### config.mk
export PLATFORM = sky130hd
export DESIGN_NAME = intsrc_unit
export DESIGN_NICKNAME = d
export VERILOG_FILES = /design/src/rtl/intsrc_unit.sv
export SDC_FILE = /design/constraint.sdc
export NUM_CORES = 1
export LEC_CHECK = 0
export ABC_AREA = 0
export BUFFER_PORTS_ARGS = -buffer_cell sky130_fd_sc_hd__buf_2
export CORE_ASPECT_RATIO = 0.8
export CORE_UTILIZATION = 25
export DETAILED_ROUTE_END_ITERATION = 16
export PLACE_DENSITY = 0.44
export SKIP_CTS_REPAIR_TIMING = 1
export SYNTH_ARGS = -nofsm -noshare
export SYNTH_HDL_FRONTEND = slang
export SYNTH_SLANG_ARGS = --single-unit
export TNS_END_PERCENT = 5
### constraint.sdc
create_clock -name clk -period 3.4 [get_ports clk]
set_clock_uncertainty 0.2 [all_clocks]
set_input_delay 0.17 -clock clk [delete_from_list [all_inputs] [get_ports clk]]
set_output_delay 0.17 -clock clk [all_outputs]
set_load 0.01 [all_outputs]
### src/rtl/intsrc_unit.sv
module intsrc_unit #(
  parameter int N_SRC = 8,
  parameter int SRV_W = 4,
  parameter int NUM_W = 12,
  parameter logic [NUM_W-1:0] BASE = 12'h010,
  parameter logic [N_SRC-1:0] LEVEL_MAP = 8'hF0,
  localparam int IDX_W = (N_SRC > 1) ? $clog2(N_SRC) : 1
) (
  input  logic             clk,
  input  logic             rst_n,
  input  logic [N_SRC-1:0] irq_in,
  input  logic             cfg_we,
  input  logic [IDX_W-1:0] cfg_src,
  input  logic [SRV_W-1:0] cfg_server,
  input  logic [7:0]       cfg_prio,
  input  logic             rej_valid,
  input  logic [NUM_W-1:0] rej_num,
  input  logic             eoi_valid,
  input  logic [NUM_W-1:0] eoi_num,
  input  logic             resend,
  output logic             offer_valid,
  input  logic             offer_ready,
  output logic [NUM_W-1:0] offer_num,
  output logic [SRV_W-1:0] offer_server,
  output logic [7:0]       offer_prio
);
  localparam logic [7:0] MASKED = 8'hFF;
  localparam logic [NUM_W-1:0] SPAN = NUM_W'(N_SRC);

  logic [7:0]       prio_q [N_SRC];
  logic [SRV_W-1:0] srv_q  [N_SRC];
  logic [N_SRC-1:0] line_q, sent_q, rej_q, mpend_q, req_q;
  logic [N_SRC-1:0] sent_n, rej_n, mpend_n, req_set;
  logic [N_SRC-1:0] cfg_hit, rej_hit, eoi_hit;

  wire [NUM_W-1:0] rej_off = rej_num - BASE;
  wire [NUM_W-1:0] eoi_off = eoi_num - BASE;
  wire rej_in = rej_valid && rej_num >= BASE && rej_off < SPAN;
  wire eoi_in = eoi_valid && eoi_num >= BASE && eoi_off < SPAN;

  logic [IDX_W-1:0] pick;
  logic             found;

  always_comb begin
    pick  = '0;
    found = 1'b0;
    for (int i = N_SRC - 1; i >= 0; i--) begin
      if (req_q[i]) begin
        pick  = IDX_W'(i);
        found = 1'b1;
      end
    end
  end

  wire take = found && (!offer_valid || offer_ready);

  for (genvar g = 0; g < N_SRC; g++) begin : g_src
    assign cfg_hit[g] = cfg_we && cfg_src == IDX_W'(g);
    assign rej_hit[g] = rej_in && rej_off == NUM_W'(g);
    assign eoi_hit[g] = eoi_in && eoi_off == NUM_W'(g);

    wire [7:0] pn  = cfg_hit[g] ? cfg_prio : prio_q[g];
    wire       open = pn != MASKED;
    wire       rise = irq_in[g] & ~line_q[g];

    if (LEVEL_MAP[g]) begin : g_lvl
      wire keep = sent_q[g] & ~rej_hit[g] & ~eoi_hit[g];
      wire fire = (cfg_hit[g] | rise | resend) & irq_in[g] & open & ~keep;
      assign req_set[g] = fire;
      assign sent_n[g]  = keep | fire;
      assign rej_n[g]   = 1'b0;
      assign mpend_n[g] = 1'b0;

      assert_sent_needs_line_R4: assert property (@(posedge clk) disable iff (!rst_n)
        $rose(sent_q[g]) |-> line_q[g]);
    end else begin : g_edge
      wire rtmp   = rej_q[g] | rej_hit[g];
      wire mp_clr = cfg_hit[g] & mpend_q[g] & open;
      assign req_set[g] = mp_clr | (rise & open) | (resend & rtmp & open);
      assign mpend_n[g] = (mpend_q[g] & ~mp_clr) | (rise & ~open);
      assign rej_n[g]   = rtmp & ~resend;
      assign sent_n[g]  = 1'b0;

      assert_pending_only_masked_R2: assert property (@(posedge clk) disable iff (!rst_n)
        mpend_q[g] |-> prio_q[g] == MASKED);
    end
  end

  always_ff @(posedge clk or negedge rst_n) begin
    if (!rst_n) begin
      for (int i = 0; i < N_SRC; i++) begin
        prio_q[i] <= MASKED;
        srv_q[i]  <= '0;
      end
      line_q       <= '0;
      sent_q       <= '0;
      rej_q        <= '0;
      mpend_q      <= '0;
      req_q        <= '0;
      offer_valid  <= 1'b0;
      offer_num    <= '0;
      offer_server <= '0;
      offer_prio   <= '0;
    end else begin
      for (int i = 0; i < N_SRC; i++) begin
        if (cfg_hit[i]) begin
          prio_q[i] <= cfg_prio;
          srv_q[i]  <= cfg_server;
        end
      end
      line_q  <= irq_in;
      sent_q  <= sent_n;
      rej_q   <= rej_n;
      mpend_q <= mpend_n;
      req_q   <= (req_q & ~(take ? (N_SRC'(1) << pick) : '0)) | req_set;
      if (offer_valid && offer_ready) offer_valid <= 1'b0;
      if (take) begin
        offer_valid  <= 1'b1;
        offer_num    <= BASE + NUM_W'(pick);
        offer_server <= srv_q[pick];
        offer_prio   <= prio_q[pick];
      end
    end
  end

  assert_offer_in_range_R8: assert property (@(posedge clk) disable iff (!rst_n)
    offer_valid |-> (offer_num >= BASE && offer_num - BASE < SPAN));

  assert_offer_held_R9: assert property (@(posedge clk) disable iff (!rst_n)
    offer_valid && !offer_ready |=> offer_valid && $stable(offer_num) && $stable(offer_prio)
      && $stable(offer_server));
endmodule

==> results.tsv <==
metric	value	unit
Worst Hold Margin	-0.00128	ns
reg-to-reg critical path startpoint	offer_valid$_DFFE_PN0P_	
total routing usage reported by global routing	15.8	%
H-Tree Depth	4	
number of nets still failing antenna checks after routing	0	
flop-to-flop setup slack	0.66	ns
Period Utilization, post-route	80.7	%
number of buffer cells added on primary ports	70	
cell depth of the worst hold path	2	
synthesis-to-finish area growth	23.8	%
remaining global-route overflow	0	
highest-count cells in the layout ignoring fill and taps	93 x sky130_fd_sc_hd__mux2_2, 77 x sky130_fd_sc_hd__dfrtp_1, 73 x sky130_fd_sc_hd__nand2_1	
end of the worst register-to-register path	req_q[7]$_DFF_PN0_	
row count	53	
post-DR wirelength/cell	20.6	um
estimated wirelength of the detail-placed design	15100	um
IO Count	79	
total power after layout	5190	uW
violated checks	hold timing	
number of pins with negative max-slew slack in the final report	0	
Routability Congestion	0.856	
die outline width	187	um
Netlist cell types	58	
Setup Slack @ Placement	0.679	ns
most common cell after layout, fill and taps aside	sky130_fd_sc_hd__mux2_2	
post-synthesis sequential element count	141	
Multi-input gate area	3010	um2
warnings from Yosys	0	
Synth Instances	573	
area taken by flip-flops and latches	3610	um2
DRC marker count from the first detailed-route iteration	406	
actual transition at the worst max-transition pin	1.06	ns
required arrival time at the worst endpoint	3.51	ns
crit path capture type	register	
PwrDens	615	nW/um2
biggest fanout along the worst timing path	16	
vertical die dimension	150	um
share of layout cells above drive strength 1	42.5	%
maximum count of clock buffers along a single path	2	
wire length of the first global-routing pass	32600	um
Hold Vio Cnt, Final	1	
# setup viols final	0	
maximum ir drop on the vdd rail	0.368	mV
top_reg_cell synth	sky130_fd_sc_hd__dfrtp_1	
maximum clock rate	0.364	GHz
clock input transition at the sequential cells of the worst setup and hold paths	0.06	ns
via count of the routed design	5110	
Final WS setup	0.655	ns
worst-skew pair later-pin latency	0.43	ns
fraction of registers with async set/reset	100	%
initial standard-cell utilization of the core	25.7	%
Worst R2R Path Depth	6	
TritonCTS buffer count	17	
number of enable flip-flop cells after synthesis	0	
count of inserted antenna diode cells	0	
routed vias/inst	4.94	
Total Neg Setup Slack	0	ns
Worst Setup Start Kind	register	
area of the mapped netlist	6820	um2
# Max-Cap Violations	0	
shortest clock period the worst path allows after layout	2.74	ns
first-pass iteration count of the detailed router	5	
total wirelength of the detailed-routed design	21300	um
TritonCTS clock tree	yes	
sequential cell area fraction in the yosys report	52.9	%
critical path class	reg2reg	
number of clock sinks seen by CTS	141	
CTS root buffer	sky130_fd_sc_hd__clkbuf_16	
result of the run	complete, but fails checks	
maximum number of pins on one net before global-route repair	87	
number of fill cells	2687	
path class of the lowest-slack min-delay path	in2reg	
DRC violation count after routing	0	
die outline area	28000	um2
vias in the first global route	5164	
Total Nets Final	718	
syn avg cell area	11.9	um2
setup repair after global routing missed its margin	no	
Floorplan Core Area	26500	um2
leakage power	0.00349	uW
arrival time at the worst endpoint	2.86	ns
Worst Hold Endpoint	prio_q[34]$_DFF_PN1_	
hold wc startpoint	cfg_prio[2]	
max_slew headroom	29.5	%
antenna violations before repair	0	
state kept, by name, summed over array words and instances (netlist names):
register	cells
offer_server	4
mpend_q	4
offer_num	4
offer_prio	8
prio_q	64
offer_valid	1
rej_q	4
req_q	8
srv_q	32
line_q	8
sent_q	4
cell type report:
class | count | share of cell area, %
sequential | 141 | 42.7
multi-input combinational | 383 | 35.6
timing repair buffer | 112 | 8.96
tap | 357 | 5.29
clock buffer | 18 | 5.20
clock inverter | 14 | 1.87
inverter | 9 | 0.400
kinds of logic after synthesis:
family / after synthesis / synth area share, %
buffers and inverters: 56 / 4.09
multiplexers: 111 / 18.1
AO/OA/AOI/OAI: 101 / 11.5
flip-flops: 141 / 52.9
other: 1 / 0.0550
AND/OR/NAND/NOR: 163 / 13.4
power by group:
part | total (uW) | internal [uW] | switching [uW]
Sequential | 2380 | 2120 | 265
Combinational | 908 | 451 | 456
Clock | 1900 | 1110 | 791
Total | 5190 | 3680 | 1510
worst max-delay path, stage by stage (launching register included):
cell                       delay [ns]
sky130_fd_sc_hd__dfrtp_1         0.38
sky130_fd_sc_hd__nand2b_1        0.71
sky130_fd_sc_hd__nand3_4         0.45
sky130_fd_sc_hd__nor3b_2         0.30
sky130_fd_sc_hd__buf_4           0.29
sky130_fd_sc_hd__nand2_1         0.10
sky130_fd_sc_hd__a22o_1          0.19
how the worst max path moves through the flow:
| stage | startpoint | end | slack, ns | depth (start not counted) |
|---|---|---|---|---|
| CTS | offer_valid$_DFFE_PN0P_ | req_q[7]$_DFF_PN0_ | 0.67 | 6 |
| detailed placement | offer_valid$_DFFE_PN0P_ | req_q[7]$_DFF_PN0_ | 0.68 | 6 |
| global placement | req_q[0]$_DFF_PN0_ | req_q[7]$_DFF_PN0_ | 0.70 | 6 |
| floorplan | req_q[6]$_DFF_PN0_ | offer_prio[5]$_DFFE_PN0P_ | 1.13 | 6 |
| finish | offer_valid$_DFFE_PN0P_ | req_q[7]$_DFF_PN0_ | 0.66 | 6 |
| global route | req_q[0]$_DFF_PN0_ | offer_prio[5]$_DFFE_PN0P_ | 0.54 | 5 |
Yosys cell counts (all sizes together), types with 4 or more instances:
cell type / count / share of area, %
mux2i: 11 / 1.6
clkbuf: 23 / 1.3
nor3b: 6 / 0.73
a22o: 8 / 1.0
inv: 9 / 0.50
a22oi: 11 / 1.2
nor2b: 7 / 0.64
nand2: 73 / 4.0
buf: 24 / 2.3
nand2b: 10 / 0.92
o221ai: 11 / 1.4
and4: 5 / 0.64
dfrtp: 77 / 28
o21ai: 23 / 1.7
nand4: 10 / 0.92
a31oi: 5 / 0.46
nand3b: 4 / 0.44
o211a: 4 / 0.59
mux2: 100 / 17
a222oi: 13 / 1.9
nor3: 9 / 0.66
dfstp: 64 / 25
a21oi: 7 / 0.51
nand3: 4 / 0.48
nor2: 14 / 0.77
per-layer routing:
layer | routed length, um | vias up | global-route usage, %
met3 | 1410 | 20 | 5.35
met4 | 226 | 0 | 3.44
met2 | 9210 | 150 | 23.2
met1 | 10500 | 2650 | 22.4
met5 | 0 | - | 0
li1 | - | 2290 | -
through the flow:
step | hold slack (ns) | area, um2 | std cells | utilization [%]
2_1_floorplan | -0.326 | 6850 | 580 | -
3_3_place_gp | 0.0929 | 7560 | 973 | 28.5
3_5_place_dp | 0.0966 | 7560 | 973 | 28.5
4_1_cts | -0.367 | 8160 | 1005 | 30.8
5_1_grt | 0.0125 | 8450 | 1034 | 31.8
6_report | -0.00128 | 8450 | 1034 | 31.8
Note: power is estimated with default switching activity, not from simulation.
